$ cat src/rtl/sio_cfg_pkg.sv
package sio_cfg_pkg;

    localparam int CFG_DW      = 8;
    localparam int CFG_ENTRIES = 256;
    localparam int CFG_IW      = $clog2(CFG_ENTRIES);

    typedef logic [CFG_DW-1:0] cfg_byte_t;
    typedef logic [CFG_IW-1:0] cfg_idx_t;

    localparam cfg_byte_t IDLE_BYTE = 8'hFF;

    // Write policy class of an entry
    typedef enum logic [1:0] {
        ACC_LOCKED = 2'd0,
        ACC_OPEN   = 2'd1,
        ACC_KEYED  = 2'd2
    } acc_class_e;

    // Decoded bus request
    typedef struct packed {
        logic      sel_idx;
        logic      sel_dat;
        logic      wr;
        logic      rd;
        cfg_byte_t wdata;
    } port_req_t;

    function automatic acc_class_e acc_class(cfg_idx_t i);
        if (i inside {[8'h00:8'hDF], 8'hE4, 8'hE5, [8'hE9:8'hED], 8'hF3,
                      8'hF5, 8'hF7, [8'hF9:8'hFB], [8'hFD:8'hFF]})
            return ACC_LOCKED;
        else if (i inside {8'hE7, 8'hE8})
            return ACC_KEYED;
        else
            return ACC_OPEN;
    endfunction

    // The single byte a keyed entry will take
    function automatic cfg_byte_t key_value(cfg_idx_t i);
        case (i)
            8'hE7:   return 8'hFE;
            8'hE8:   return 8'hBE;
            default: return 8'h00;
        endcase
    endfunction

    function automatic cfg_byte_t reset_value(cfg_idx_t i);
        case (i)
            8'hE0:   return 8'h3C;
            8'hE2:   return 8'h03;
            8'hE3:   return 8'hFC;
            8'hE6:   return 8'hDE;
            8'hE7:   return 8'hFE;
            8'hE8:   return 8'hBE;
            default: return 8'h00;
        endcase
    endfunction

endpackage

$ cat src/rtl/sio_cfg_decode.sv
module sio_cfg_decode
    import sio_cfg_pkg::*;
#(
    parameter int          ADDR_W    = 16,
    parameter logic [15:0] BASE_ADDR = 16'h03F0
) (
    input  logic              port_en,
    input  logic [ADDR_W-1:0] bus_addr,
    input  logic              bus_wr,
    input  logic              bus_rd,
    input  cfg_byte_t         bus_wdata,
    output port_req_t         req
);
    localparam logic [ADDR_W-1:0] IDX_ADDR = ADDR_W'(BASE_ADDR);
    localparam logic [ADDR_W-1:0] DAT_ADDR = ADDR_W'(BASE_ADDR + 16'd1);

    always_comb begin
        req.sel_idx = port_en && (bus_addr == IDX_ADDR);
        req.sel_dat = port_en && (bus_addr == DAT_ADDR);
        req.wr      = bus_wr;
        req.rd      = bus_rd;
        req.wdata   = bus_wdata;
    end
endmodule

$ cat src/rtl/sio_cfg_policy.sv
module sio_cfg_policy
    import sio_cfg_pkg::*;
(
    input  cfg_idx_t  idx,
    input  cfg_byte_t wdata,
    output logic      accept
);
    acc_class_e cls;

    always_comb begin
        cls = acc_class(idx);
        unique case (cls)
            ACC_OPEN:  accept = 1'b1;
            ACC_KEYED: accept = (wdata == key_value(idx));
            default:   accept = 1'b0;
        endcase
    end
endmodule

$ cat src/rtl/sio_cfg_regfile.sv
module sio_cfg_regfile
    import sio_cfg_pkg::*;
(
    input  logic      clk,
    input  logic      rst,
    input  logic      we,
    input  cfg_idx_t  wr_idx,
    input  cfg_byte_t wdata,
    input  cfg_idx_t  rd_idx,
    output cfg_byte_t rd_val
);
    logic [CFG_ENTRIES*CFG_DW-1:0] flat;

    for (genvar g = 0; g < CFG_ENTRIES; g++) begin : g_ent
        localparam cfg_idx_t   IDX = cfg_idx_t'(g);
        localparam acc_class_e CLS = acc_class(IDX);
        if (CLS == ACC_LOCKED) begin : g_const
            // never writable: no storage, constant reset value
            assign flat[g*CFG_DW +: CFG_DW] = reset_value(IDX);
        end else begin : g_store
            cfg_byte_t q;
            always_ff @(posedge clk) begin
                if (rst)
                    q <= reset_value(IDX);
                else if (we && (wr_idx == IDX))
                    q <= wdata;
            end
            assign flat[g*CFG_DW +: CFG_DW] = q;
        end
    end

    assign rd_val = flat[rd_idx*CFG_DW +: CFG_DW];
endmodule

$ cat src/rtl/sio_cfg_port.sv
module sio_cfg_port
    import sio_cfg_pkg::*;
#(
    parameter int          ADDR_W    = 16,
    parameter logic [15:0] BASE_ADDR = 16'h03F0
) (
    input  logic              clk,
    input  logic              rst,
    input  logic              port_en,
    input  logic [ADDR_W-1:0] bus_addr,
    input  logic              bus_wr,
    input  logic              bus_rd,
    input  logic [7:0]        bus_wdata,
    output logic [7:0]        bus_rdata
);
    port_req_t req;
    cfg_idx_t  cfg_index;
    cfg_byte_t sel_val;
    logic      accept;
    logic      data_we;

    sio_cfg_decode #(
        .ADDR_W   (ADDR_W),
        .BASE_ADDR(BASE_ADDR)
    ) u_dec (
        .port_en  (port_en),
        .bus_addr (bus_addr),
        .bus_wr   (bus_wr),
        .bus_rd   (bus_rd),
        .bus_wdata(bus_wdata),
        .req      (req)
    );

    sio_cfg_policy u_pol (
        .idx   (cfg_index),
        .wdata (req.wdata),
        .accept(accept)
    );

    assign data_we = req.wr && req.sel_dat && accept;

    sio_cfg_regfile u_rf (
        .clk   (clk),
        .rst   (rst),
        .we    (data_we),
        .wr_idx(cfg_index),
        .wdata (req.wdata),
        .rd_idx(cfg_index),
        .rd_val(sel_val)
    );

    always_ff @(posedge clk) begin
        if (rst)
            cfg_index <= '0;
        else if (req.wr && req.sel_idx)
            cfg_index <= req.wdata;
    end

    always_ff @(posedge clk) begin
        if (rst)
            bus_rdata <= IDLE_BYTE;
        else if (req.rd && (req.sel_idx || req.sel_dat))
            bus_rdata <= sel_val;
        else
            bus_rdata <= IDLE_BYTE;
    end
endmodule

$ cat config.mk
export PLATFORM = sky130hd
export DESIGN_NAME = sio_cfg_port
export DESIGN_NICKNAME = d
export VERILOG_FILES = /design/src/rtl/sio_cfg_pkg.sv /design/src/rtl/sio_cfg_decode.sv /design/src/rtl/sio_cfg_policy.sv /design/src/rtl/sio_cfg_regfile.sv /design/src/rtl/sio_cfg_port.sv
export SDC_FILE = /design/constraint.sdc
export NUM_CORES = 1
export LEC_CHECK = 0
export CORE_MARGIN = 3
export CORE_UTILIZATION = 25
export DETAILED_ROUTE_END_ITERATION = 7
export DONT_BUFFER_PORTS = 1
export PLACE_DENSITY = 0.43
export SYNTH_ARGS = -nofsm -noshare
export SYNTH_HDL_FRONTEND = slang
export SYNTH_SLANG_ARGS = --single-unit
$ cat constraint.sdc
create_clock -name clk -period 2.95 [get_ports clk]
set_clock_uncertainty 0.05 [all_clocks]
set_input_delay 0.295 -clock clk [delete_from_list [all_inputs] [get_ports clk]]
set_output_delay 0.295 -clock clk [all_outputs]
set_load 0.05 [all_outputs]
==> results of run 1 <==
routing by layer:
metal,track usage (%),wire [um],vias up
met2,22.8,9380,195
met3,4.01,1470,32
li1,-,-,2477
met5,0,13,-
met4,5.13,412,2
met1,21.1,9930,2573
layout make-up:
type                    count  area (sq um)
diodes                      1          2.50
clock buffers              20           457
clock inverters            12           181
fillers                  2585         17700
inverters                   3          11.3
multi-input cells         480          3350
flip-flops and latches    144          2880
well taps                 330           413
repair buffers             38           333
registers in the layout (all words and copies together) (netlist names):
name / count
cfg_index: 8
bus_rdata: 8
u_rf.g_ent.g_store.q: 128
metrics by stage:
stage	instance area (sq um)	util, %	hold slack, ns	std cells	power (mW)
3_5_place_dp	6850	27.0	0.340	983	2.02
5_1_grt	7620	30.1	0.0107	1027	4.50
4_1_cts	7620	30.1	0.000907	1027	4.40
6_report	7630	30.1	0.0208	1028	4.36
2_1_floorplan	6490	-	0.366	688	2.05
3_3_place_gp	6850	27.0	0.338	983	2.02
worst max-delay path, cell delays in order (launching register included):
cell and delay, ns:
dfxtp_1 0.56, nand2b_1 0.18, a311oi_4 0.34, buf_4 0.24, o2111ai_1 0.12, buf_4 0.22
mux2i_1 0.17, nor2_1 0.05, dlygate4sd3_1 0.56
timing repair:
| action | 4_1_cts | 5_1_grt |
|---|---|---|
| endpoints found under the hold margin | 93 | 0 |
| resized for setup | 0 | 0 |
| setup buffers | 0 | 0 |
| endpoints found under the setup margin | 0 | 0 |
| hold buffers | 12 | 0 |
power breakdown:
part | switching [mW] | internal (mW)
logic | 0.0681 | 0.0283
clock network | 0.854 | 1.46
registers | 0.00000396 | 1.94
total | 0.922 | 3.44
cell families (layout without fill, tap and decap cells):
| family | after synthesis | in the layout | share of synthesized area [%] |
|---|---|---|---|
| AND/OR/NAND/NOR | 235 | 235 | 18.9 |
| flip-flops | 144 | 144 | 44.4 |
| AO/OA/AOI/OAI | 135 | 135 | 13.9 |
| multiplexers | 109 | 109 | 18.4 |
| buffers and inverters | 64 | 73 | 4.20 |
| XOR/XNOR | 1 | 1 | 0.135 |
| other | 0 | 1 | 0 |
how the worst max path moves through the flow:
stage / from / endpoint / slack [ns] / cells after the start
after floorplan: cfg_index[0] / u_rf.g_ent[244].g_store.q[7] / 0.86 / 6
after global placement: cfg_index[4] / u_rf.g_ent[227].g_store.q[0] / 0.47 / 5
after detailed placement: cfg_index[4] / u_rf.g_ent[227].g_store.q[3] / 0.41 / 5
after CTS: cfg_index[1] / u_rf.g_ent[238].g_store.q[4] / 0.38 / 8
after global routing: cfg_index[1] / u_rf.g_ent[238].g_store.q[4] / 0.22 / 8
final: cfg_index[1] / u_rf.g_ent[238].g_store.q[4] / 0.35 / 8
cell usage in the layout (no fill, tap or decap), types with 2 or more instances in the layout:
| master | instances |
|---|---|
| dfxtp_1 | 143 |
| mux2i_1 | 97 |
| nor2_1 | 89 |
| a21oi_1 | 45 |
| o21ai_0 | 43 |
| nand2_1 | 40 |
| nand3b_1 | 29 |
| buf_4 | 26 |
| clkbuf_16 | 17 |
| nor3_1 | 16 |
| o2111ai_1 | 14 |
| nand2b_1 | 13 |
| or3_1 | 13 |
| dlygate4sd3_1 | 11 |
| mux4_2 | 8 |
| o31ai_1 | 7 |
| nand3_1 | 6 |
| a211oi_1 | 4 |
| nor3b_1 | 4 |
| mux2_2 | 4 |
| bufinv_16 | 4 |
| clkinvlp_4 | 4 |
| and4_1 | 3 |
| nand4_1 | 3 |
| inv_1 | 3 |
| a211o_1 | 3 |
| a32oi_1 | 3 |
| nor4bb_1 | 2 |
| and4b_1 | 2 |
| nand4b_1 | 2 |
| or4_1 | 2 |
| a2111oi_0 | 2 |
| a221oi_1 | 2 |
| clkbuf_8 | 2 |
| clkinv_4 | 2 |
==> metrics, run 1 <==
Relative slew margins 38.1%; crit path time final ~2.6 ns; Mapped Cells 688; share of cells above drive strength 1 11.9%; Final WS setup roughly 0.35 ns; Seq/Total Area, Yosys between 40% and 50%; DP Wirelength ~13000 um; largest net degree at the start of global routing slightly above 90; Fmax roughly 0.38 GHz; count of warnings emitted by yosys 0; hold path start bus_wdata[6]; FF-to-FF setup slack between 0.3 and 0.4 ns; port bufs 0; maxcap violations 0; Avg Vias per Cell 5.14; Setup violations, final 0; 1st-iter DRT viols slightly below 400; maximum vdd drop about 0.32 mV; CTS tree yes; CTS Buf Count 17; Worst-Skew Late Latency ~0.43 ns; IO Pins 37; H-tree depth 4; setup TNS 0 ns; Starting Density ~26%; core area approximately 25000 sq um; Rows 58; vias around 5300; DRT Pass-1 Iters 5; leading area contributor after synthesis dfxtp_1; GRT Overall Usage approximately 15%; Mapped Area 6490 sq um; number of global-route vias before repair approximately 5000; clk buf depth 2; RSZ-0062 raised after global routing false; depth of the worst register-to-register path 8; Synth Area per Inst ~9.4 sq um; CTS root buffer clkbuf_16; worst hold path type input pin to flop; total global routing overflow 0; Routed Antenna Nets 0; Power Density ~570 nW/um^2; syn nets between 700 and 800; clk slew on worst S/H paths ~0.060 ns; first-pass GRT wire length 32100 um; dpl ws 0.413 ns; Setup CP Type flop to flop; Post-synth top cells dfxtp_1 (144), mux2i_1 (97), nor2_1 (89); top post-synthesis cells by area dfxtp_1 (44%), mux2i_1 (15%), nor2_1 (5.1%), a21oi_1 (3.5%), nand3b_1 (3.4%); status complete, no violations; Worst EP arrival approximately 2.9 ns; worst hold path endpoint u_rf.g_ent[227].g_store.q[6]; height of the chip 167 um; Final nets 713; commonest register cell after synthesis dfxtp_1; critical path peak fanout 12; Synth Register Bits approximately 140; area added between synthesis and finish 17.5%; die footprint 27900 sq um; top-count cell post-synth dfxtp_1; Post-synth EDFFs 0; Leakage slightly below 3 nW; R2R Path Start cfg_index[1]; Setup crit end kind flop; final wirelength roughly 21000 um; max-slew violations 0; drt wl/cell 20.6 um; worst endpoint required time 3.21 ns; actual slew at the worst max-slew pin around 0.9 ns; die width roughly 170 um; Netlist cell types 55; GP Congestion ~0.8; DR DRC count 0; clk sink count roughly 140; startpoint types flop; Final Hold Viols 0; initial antenna violation count 1; final period utilization between 80 and 90%; Synth top area share 44.4%; asr flop ratio synth 0%; hold path cells 2; r2r endpoint u_rf.g_ent[238].g_store.q[4]
Power figures use the tool's default switching activity.
==> run 2: changes to the inputs <==
TNS_END_PERCENT = 1   (was not set)
==> results of run 2 <==
No change in the layout: final DEF, timing and power equal those of run 1.
